File: config.mk
export PLATFORM = sky130hd
export DESIGN_NAME = busy_energy_detect
export DESIGN_NICKNAME = d
export VERILOG_FILES = /design/src/rtl/rssi_pkg.sv /design/src/rtl/lane_combiner.sv /design/src/rtl/moving_window.sv /design/src/rtl/busy_qualifier.sv /design/src/rtl/busy_energy_detect.sv
export SDC_FILE = /design/constraint.sdc
export NUM_CORES = 1
export LEC_CHECK = 0
export BUFFER_PORTS_ARGS = -buffer_cell sky130_fd_sc_hd__buf_2
export CAP_MARGIN = 20
export CORE_MARGIN = 3
export CORE_UTILIZATION = 60
export DETAILED_ROUTE_END_ITERATION = 8
export PLACE_DENSITY = 0.78
export SLEW_MARGIN = 20
export SYNTH_ARGS = -nofsm -noshare
export SYNTH_HDL_FRONTEND = slang
export SYNTH_HIERARCHICAL = 1
export SYNTH_SLANG_ARGS = --single-unit
File: constraint.sdc
create_clock -name clk -period 12.9 [get_ports clk]
set_input_delay 1.935 -clock clk [delete_from_list [all_inputs] [get_ports clk]]
set_output_delay 1.935 -clock clk [all_outputs]
set_load 0.005 [all_outputs]
File: src/rtl/rssi_pkg.sv
package rssi_pkg;
  localparam int DEF_SMP_W   = 10;
  localparam int DEF_LANES   = 4;
  localparam int DEF_MAX_WIN = 32;
  localparam int DEF_CNT_W   = 8;
endpackage

File: src/rtl/lane_combiner.sv
module lane_combiner #(
  parameter int SMP_W = rssi_pkg::DEF_SMP_W,
  parameter int LANES = rssi_pkg::DEF_LANES,
  localparam int CMB_W = SMP_W + $clog2(LANES)
) (
  input  logic [SMP_W*LANES-1:0] lanes_i,
  input  logic [LANES-1:0]       mask_i,
  output logic [CMB_W-1:0]       cmb_o
);
  logic [CMB_W-1:0] gated [LANES];

  for (genvar k = 0; k < LANES; k++) begin : g_lane
    assign gated[k] = mask_i[k] ? CMB_W'(lanes_i[k*SMP_W +: SMP_W]) : '0;
  end

  always_comb begin
    cmb_o = '0;
    for (int k = 0; k < LANES; k++) cmb_o = cmb_o + gated[k];
  end
endmodule

File: src/rtl/moving_window.sv
module moving_window #(
  parameter int CMB_W   = 12,
  parameter int MAX_WIN = rssi_pkg::DEF_MAX_WIN,
  parameter int CMB_MAX = 4092,
  localparam int LEN_W  = $clog2(MAX_WIN) + 1,
  localparam int PTR_W  = $clog2(MAX_WIN),
  localparam int SUM_W  = CMB_W + $clog2(MAX_WIN)
) (
  input  logic             clk,
  input  logic             rst_n,
  input  logic [LEN_W-1:0] len_cfg_i,
  input  logic             valid_i,
  output logic             ready_o,
  input  logic [CMB_W-1:0] cmb_i,
  output logic             clr_o,
  output logic             step_o,
  output logic             full_o,
  output logic [SUM_W-1:0] sum_o
);
  logic [CMB_W-1:0] ring [MAX_WIN];
  logic [LEN_W-1:0] eff_len, len_q, fill_q, fill_nx;
  logic [PTR_W-1:0] ptr_q;
  logic [SUM_W-1:0] sum_q, old_val;
  logic             step_q, full_q, accept;

  always_comb begin
    if (len_cfg_i == '0)                  eff_len = LEN_W'(1);
    else if (len_cfg_i > LEN_W'(MAX_WIN)) eff_len = LEN_W'(MAX_WIN);
    else                                  eff_len = len_cfg_i;
  end

  assign clr_o   = (eff_len != len_q);
  assign ready_o = !clr_o;
  assign accept  = valid_i && ready_o;
  assign old_val = (fill_q == len_q) ? SUM_W'(ring[ptr_q]) : '0;
  assign fill_nx = (fill_q < len_q) ? fill_q + LEN_W'(1) : fill_q;

  always_ff @(posedge clk) begin
    if (accept) ring[ptr_q] <= cmb_i;
  end

  always_ff @(posedge clk) begin
    if (!rst_n) begin
      len_q  <= LEN_W'(1);
      fill_q <= '0;
      ptr_q  <= '0;
      sum_q  <= '0;
      step_q <= 1'b0;
      full_q <= 1'b0;
    end else if (clr_o) begin
      len_q  <= eff_len;
      fill_q <= '0;
      ptr_q  <= '0;
      sum_q  <= '0;
      step_q <= 1'b0;
      full_q <= 1'b0;
    end else begin
      step_q <= accept;
      if (accept) begin
        sum_q  <= sum_q + SUM_W'(cmb_i) - old_val;
        fill_q <= fill_nx;
        full_q <= (fill_nx == len_q);
        ptr_q  <= (LEN_W'(ptr_q) == len_q - LEN_W'(1)) ? '0 : ptr_q + PTR_W'(1);
      end
    end
  end

  assign step_o = step_q;
  assign full_o = full_q;
  assign sum_o  = sum_q;

  AST_FILL_BOUND: assert property (@(posedge clk) disable iff (!rst_n)
    fill_q <= len_q);
  AST_FLUSH_EMPTY: assert property (@(posedge clk) disable iff (!rst_n)
    !ready_o |=> (fill_q == '0 && sum_q == '0 && !step_o));
  AST_NO_OVERFLOW: assert property (@(posedge clk) disable iff (!rst_n)
    int'(sum_q) <= int'(fill_q) * CMB_MAX);
endmodule

File: src/rtl/busy_qualifier.sv
module busy_qualifier #(
  parameter int SUM_W = 17,
  parameter int CNT_W = rssi_pkg::DEF_CNT_W
) (
  input  logic             clk,
  input  logic             rst_n,
  input  logic             clr_i,
  input  logic             step_i,
  input  logic             full_i,
  input  logic [SUM_W-1:0] sum_i,
  input  logic [SUM_W-1:0] thr_i,
  input  logic [CNT_W-1:0] min_i,
  output logic             trig_o
);
  logic [CNT_W-1:0] cnt_q, min_eff;
  logic             armed_q, trig_q, busy;

  assign min_eff = (min_i == '0) ? CNT_W'(1) : min_i;
  assign busy    = full_i && (sum_i > thr_i);

  always_ff @(posedge clk) begin
    if (!rst_n) begin
      cnt_q   <= '0;
      armed_q <= 1'b1;
      trig_q  <= 1'b0;
    end else begin
      trig_q <= 1'b0;
      if (clr_i) begin
        cnt_q   <= '0;
        armed_q <= 1'b1;
      end else if (step_i) begin
        if (!busy) begin
          cnt_q   <= '0;
          armed_q <= 1'b1;
        end else if (armed_q) begin
          if (cnt_q + CNT_W'(1) >= min_eff) begin
            trig_q  <= 1'b1;
            armed_q <= 1'b0;
          end else begin
            cnt_q <= cnt_q + CNT_W'(1);
          end
        end
      end
    end
  end

  assign trig_o = trig_q;

  AST_TRIG_ONE_CYCLE: assert property (@(posedge clk) disable iff (!rst_n)
    trig_q |=> !trig_q);
  AST_TRIG_FROM_BUSY: assert property (@(posedge clk) disable iff (!rst_n)
    $rose(trig_q) |-> $past(step_i && full_i && (sum_i > thr_i)));
  AST_DISARMED_AFTER_FIRE: assert property (@(posedge clk) disable iff (!rst_n)
    trig_q |-> !armed_q);
endmodule

File: src/rtl/busy_energy_detect.sv
module busy_energy_detect #(
  parameter int SMP_W   = rssi_pkg::DEF_SMP_W,
  parameter int LANES   = rssi_pkg::DEF_LANES,
  parameter int MAX_WIN = rssi_pkg::DEF_MAX_WIN,
  parameter int CNT_W   = rssi_pkg::DEF_CNT_W,
  localparam int CMB_W   = SMP_W + $clog2(LANES),
  localparam int LEN_W   = $clog2(MAX_WIN) + 1,
  localparam int SUM_W   = CMB_W + $clog2(MAX_WIN),
  localparam int CMB_MAX = LANES * ((1 << SMP_W) - 1)
) (
  input  logic                   clk,
  input  logic                   rst_n,
  input  logic                   smp_valid,
  output logic                   smp_ready,
  input  logic [SMP_W*LANES-1:0] smp_data,
  input  logic [LANES-1:0]       cfg_lane_mask,
  input  logic [LEN_W-1:0]       cfg_win_len,
  input  logic [SUM_W-1:0]       cfg_thresh,
  input  logic [CNT_W-1:0]       cfg_min_busy,
  output logic                   trig_pulse
);
  logic [CMB_W-1:0] cmb;
  logic [SUM_W-1:0] win_sum;
  logic             win_clr, win_step, win_full;

  lane_combiner #(.SMP_W(SMP_W), .LANES(LANES)) i_comb (
    .lanes_i(smp_data), .mask_i(cfg_lane_mask), .cmb_o(cmb)
  );

  moving_window #(.CMB_W(CMB_W), .MAX_WIN(MAX_WIN), .CMB_MAX(CMB_MAX)) i_win (
    .clk(clk), .rst_n(rst_n), .len_cfg_i(cfg_win_len), .valid_i(smp_valid),
    .ready_o(smp_ready), .cmb_i(cmb), .clr_o(win_clr), .step_o(win_step),
    .full_o(win_full), .sum_o(win_sum)
  );

  busy_qualifier #(.SUM_W(SUM_W), .CNT_W(CNT_W)) i_qual (
    .clk(clk), .rst_n(rst_n), .clr_i(win_clr), .step_i(win_step),
    .full_i(win_full), .sum_i(win_sum), .thr_i(cfg_thresh),
    .min_i(cfg_min_busy), .trig_o(trig_pulse)
  );

  AST_READY_RECOVERS: assert property (@(posedge clk) disable iff (!rst_n)
    (!smp_ready && $stable(cfg_win_len)) |=> smp_ready);
endmodule

==> out/metrics.yaml <==
drv_cap: 0
wl_per_cell_um: 23.63
switching_share: 0.2739
multiInputGateArea_mm2: 0.007142
ios: 80
synth.cell_area_mm2: 0.02031
setup.worst_path.class: "in -> reg"
cts.reportedPaths.clkPinSlew_ps: 60
r2r_cells: 16
syn_avg_cell_area_um2: 15.68
max_freq_ghz: 0.1353
relSlewSlack: 0.3615
top_usage_layer: "met2"
grt_use_total: 0.2513
tritoncts: "yes"
slowest_delay_ps: 750
ys_async_sr_fraction: 0
postCtsSetupRepairBufs: 0
diodes: 0
finClkSkew_ps: 18.09
nets: 1574
p_sw_mw: 1.012
core_region_area_mm2: 0.03295
setup_viol: 0
power.leakage_nw: 7.891
synth_cell_types: 76
vias: 11428
worstHoldPathCells: 2
combPwrFrac: 0.198
drive_gt1_frac: 0.2453
worst-slew-pin-transition_ps: 953.1
grt_util_met3: 0.04183
worstPathRequired_ps: 13370
drt_iter0_markers: 935
hold_class: "reg -> reg"
critPathArrivalTime_ps: 7860
synth_seq_cells: 435
die_w_um: 190.0
htreeDepth: 2
clkPwrFrac: 0.341
rsz0062_at_grt: "false"
port_buffers: 79
areaGrowthSynthToFinish_pct: 12.16
path_cells: "buf_2 -> and2_1 -> fa_1 -> fa_1 -> ha_2 -> inv_1 -> fa_1 -> inv_1 -> a21o_1 -> a21oi_1 -> xnor2_2 -> buf_4 -> inv_1 -> fa_1 -> inv_1 -> ha_1 -> a211o_1 -> o31a_1 -> a21oi_1 -> o21a_1 -> mux2_1 -> a21oi_1"
hold_viol: 0
rrSetupSlack_ps: 6690
min_period_over_period: 0.5730
end_kind: "flip-flop"
cp-start-kind: "input port"
min_period_ps: 7391
worst-path-max-fanout: 17
overflow: 0
grtUsageMet2: 0.4132
drt-pass1-iter-count: 5
power.internal_mw: 2.682
hold_ws_ps: 463.8
cts_root_buffer: "clkbuf_16"
synth_edf_count: 384
ctsHoldBuffers: 0
insertion_delay_ps: 560
r2r_end: "i_win/sum_o[13]$_SDFFE_PP0P_"
drcViolationCount: 0
dpl.hpwl_um: 27120
chipHeight_um: 190.0
grt_max_degree: 59
final_common_cell: "edfxtp_1"
cts-resized-gates: 0
grt_pass1_vias: 11605
fillers: 2083
yosysWarnings: 6
dieArea_mm2: 0.03609
rows: 66
grt_pass1_wl_um: 68820
crit_slowest_cell: "xnor2_2"
final_max_slew_viol_count: 0
gp_congestion: 0.8940
status: "finished, final reports clean"
hold_end: "i_qual/cnt_q[7]$_SDFFE_PP0P_"
layout_common_cells: "edfxtp_1, inv_1, mux4_2"
numCtsBuffers: 42
synth_seq_area_share: 0.6181
use_met1: 0.3510
clockBufferDepth: 3
min-delay-start: "i_qual/cnt_q[7]$_SDFFE_PP0P_"
tns_ps: 0
ys.flop_type: "edfxtp_1"
clock_sinks: 435
grt_antenna_before_repair: 2
drt_wl_total_um: 44260
syn_inst: 1295
synthesis.nets: 1471
start_util: 0.6163
antenna_left: 0
ir_drop_v: 0.0001270
viasPerCell: 6.101
p_per_area_mw_per_mm2: 162.2
seqCellArea_mm2: 0.01256
seq_power_share: 0.461
[synth_stat cells (5+ instances only)]
master | n | area (µm²)
mux4_2 | 120 | 2703
nor3_1 | 11 | 55.05
inv_1 | 135 | 506.7
ha_1 | 66 | 825.8
nand3_1 | 18 | 90.09
and2_1 | 33 | 206.5
buf_1 | 10 | 37.54
buf_6 | 6 | 67.56
mux2i_1 | 23 | 230.2
a211oi_1 | 9 | 67.56
nand2b_1 | 6 | 37.54
clkbuf_1 | 19 | 71.32
dfxtp_1 | 51 | 1021
nand2_1 | 52 | 195.2
o21ai_0 | 24 | 120.1
a31oi_1 | 6 | 37.54
fa_1 | 32 | 640.6
edfxtp_1 | 384 | 11530
a21oi_1 | 33 | 165.2
a21o_1 | 16 | 120.1
nand4_1 | 10 | 62.56
nor2_1 | 89 | 334.1
o21a_1 | 6 | 45.04
nor2b_1 | 5 | 31.28
xor2_1 | 13 | 113.9
buf_2 | 10 | 50.05
xnor2_1 | 29 | 254.0
and3_1 | 7 | 43.79
[flip-flops by register name, indices dropped and copies added, names as in the netlist, named ones only]
| signal | flops |
|---|---|
| i_win/sum_o | 17 |
| i_qual/cnt_q | 8 |
| i_qual/armed_q | 1 |
| i_win/fill_q | 6 |
| i_win/ptr_q | 5 |
| i_win/full_o | 1 |
| i_win/len_q | 6 |
| i_qual/trig_o | 1 |
| i_win/ring | 384 |
| i_win/step_o | 1 |
[through the flow]
| stage | cells | worst slack, ps | utilization | area (µm²) | total power, mW |
|---|---|---|---|---|---|
| floorplan | 1295 | 5403 | - | 20310 | 2.229 |
| global placement | 1789 | 5220 | 0.6445 | 21240 | 2.426 |
| detailed placement | 1796 | 5008 | 0.6467 | 21310 | 2.455 |
| CTS | 1873 | 5546 | 0.6899 | 22730 | 3.712 |
| global route | 1873 | 5204 | 0.6912 | 22780 | 3.848 |
| finish | 1873 | 5509 | 0.6912 | 22780 | 3.694 |
[power by group through the flow]
| stage | Combinational, mW | Clock [mW] | Sequential (mW) |
|---|---|---|---|
| global placement | 0.692 | 0 | 1.73 |
| global route | 0.811 | 1.33 | 1.70 |
| CTS | 0.728 | 1.28 | 1.70 |
| detailed placement | 0.720 | 0 | 1.73 |
| finish | 0.731 | 1.26 | 1.70 |
| floorplan | 0.490 | 0 | 1.74 |
[routing by layer]
metal,part of all wire,wire length (µm)
met3,0.075,3340
met4,0.029,1302
met1,0.41,17990
met5,0.00023,10
met2,0.49,21620
[worst max-delay path: cells and delay by family]
| family | cells | cell delay (ps) |
|---|---|---|
| multiplexers | 1 | 310 |
| AO/OA/AOI/OAI | 7 | 1490 |
| adder cells (fa/ha/maj) | 6 | 2400 |
| buffers and inverters | 6 | 780 |
| AND/OR/NAND/NOR | 1 | 160 |
| XOR/XNOR | 1 | 750 |
[cells by family (layout without fill, tap and decap cells)]
group | count (synthesis) | in the layout | synth area share
AO/OA/AOI/OAI | 135 | 135 | 0.04701
XOR/XNOR | 42 | 42 | 0.01811
adder cells (fa/ha/maj) | 98 | 98 | 0.07221
buffers and inverters | 181 | 317 | 0.03629
flip-flops | 435 | 435 | 0.6181
multiplexers | 144 | 144 | 0.1450
AND/OR/NAND/NOR | 260 | 260 | 0.06328
[area by class of cell]
class	instances	share of cell area
sequential	435	0.5514
multi-input combinational	679	0.3136
clock buffer	45	0.04664
timing repair buffer	104	0.02576
tap	442	0.02428
inverter	136	0.02241
clock inverter	32	0.01588
[worst max path at each step]
| stage | startpoint | to | slack, ps |
|---|---|---|---|
| CTS | cfg_lane_mask[3] | i_win/sum_o[13]$_SDFFE_PP0P_ | 5550 |
| global placement | cfg_lane_mask[3] | i_win/sum_o[13]$_SDFFE_PP0P_ | 5220 |
| detailed placement | cfg_lane_mask[3] | i_win/sum_o[13]$_SDFFE_PP0P_ | 5010 |
| floorplan | smp_data[31] | i_win/sum_o[13]$_SDFFE_PP0P_ | 5400 |
| finish | cfg_lane_mask[3] | i_win/sum_o[13]$_SDFFE_PP0P_ | 5510 |
| global route | cfg_lane_mask[3] | i_win/sum_o[13]$_SDFFE_PP0P_ | 5200 |
Note: power is estimated with default switching activity, not from simulation.
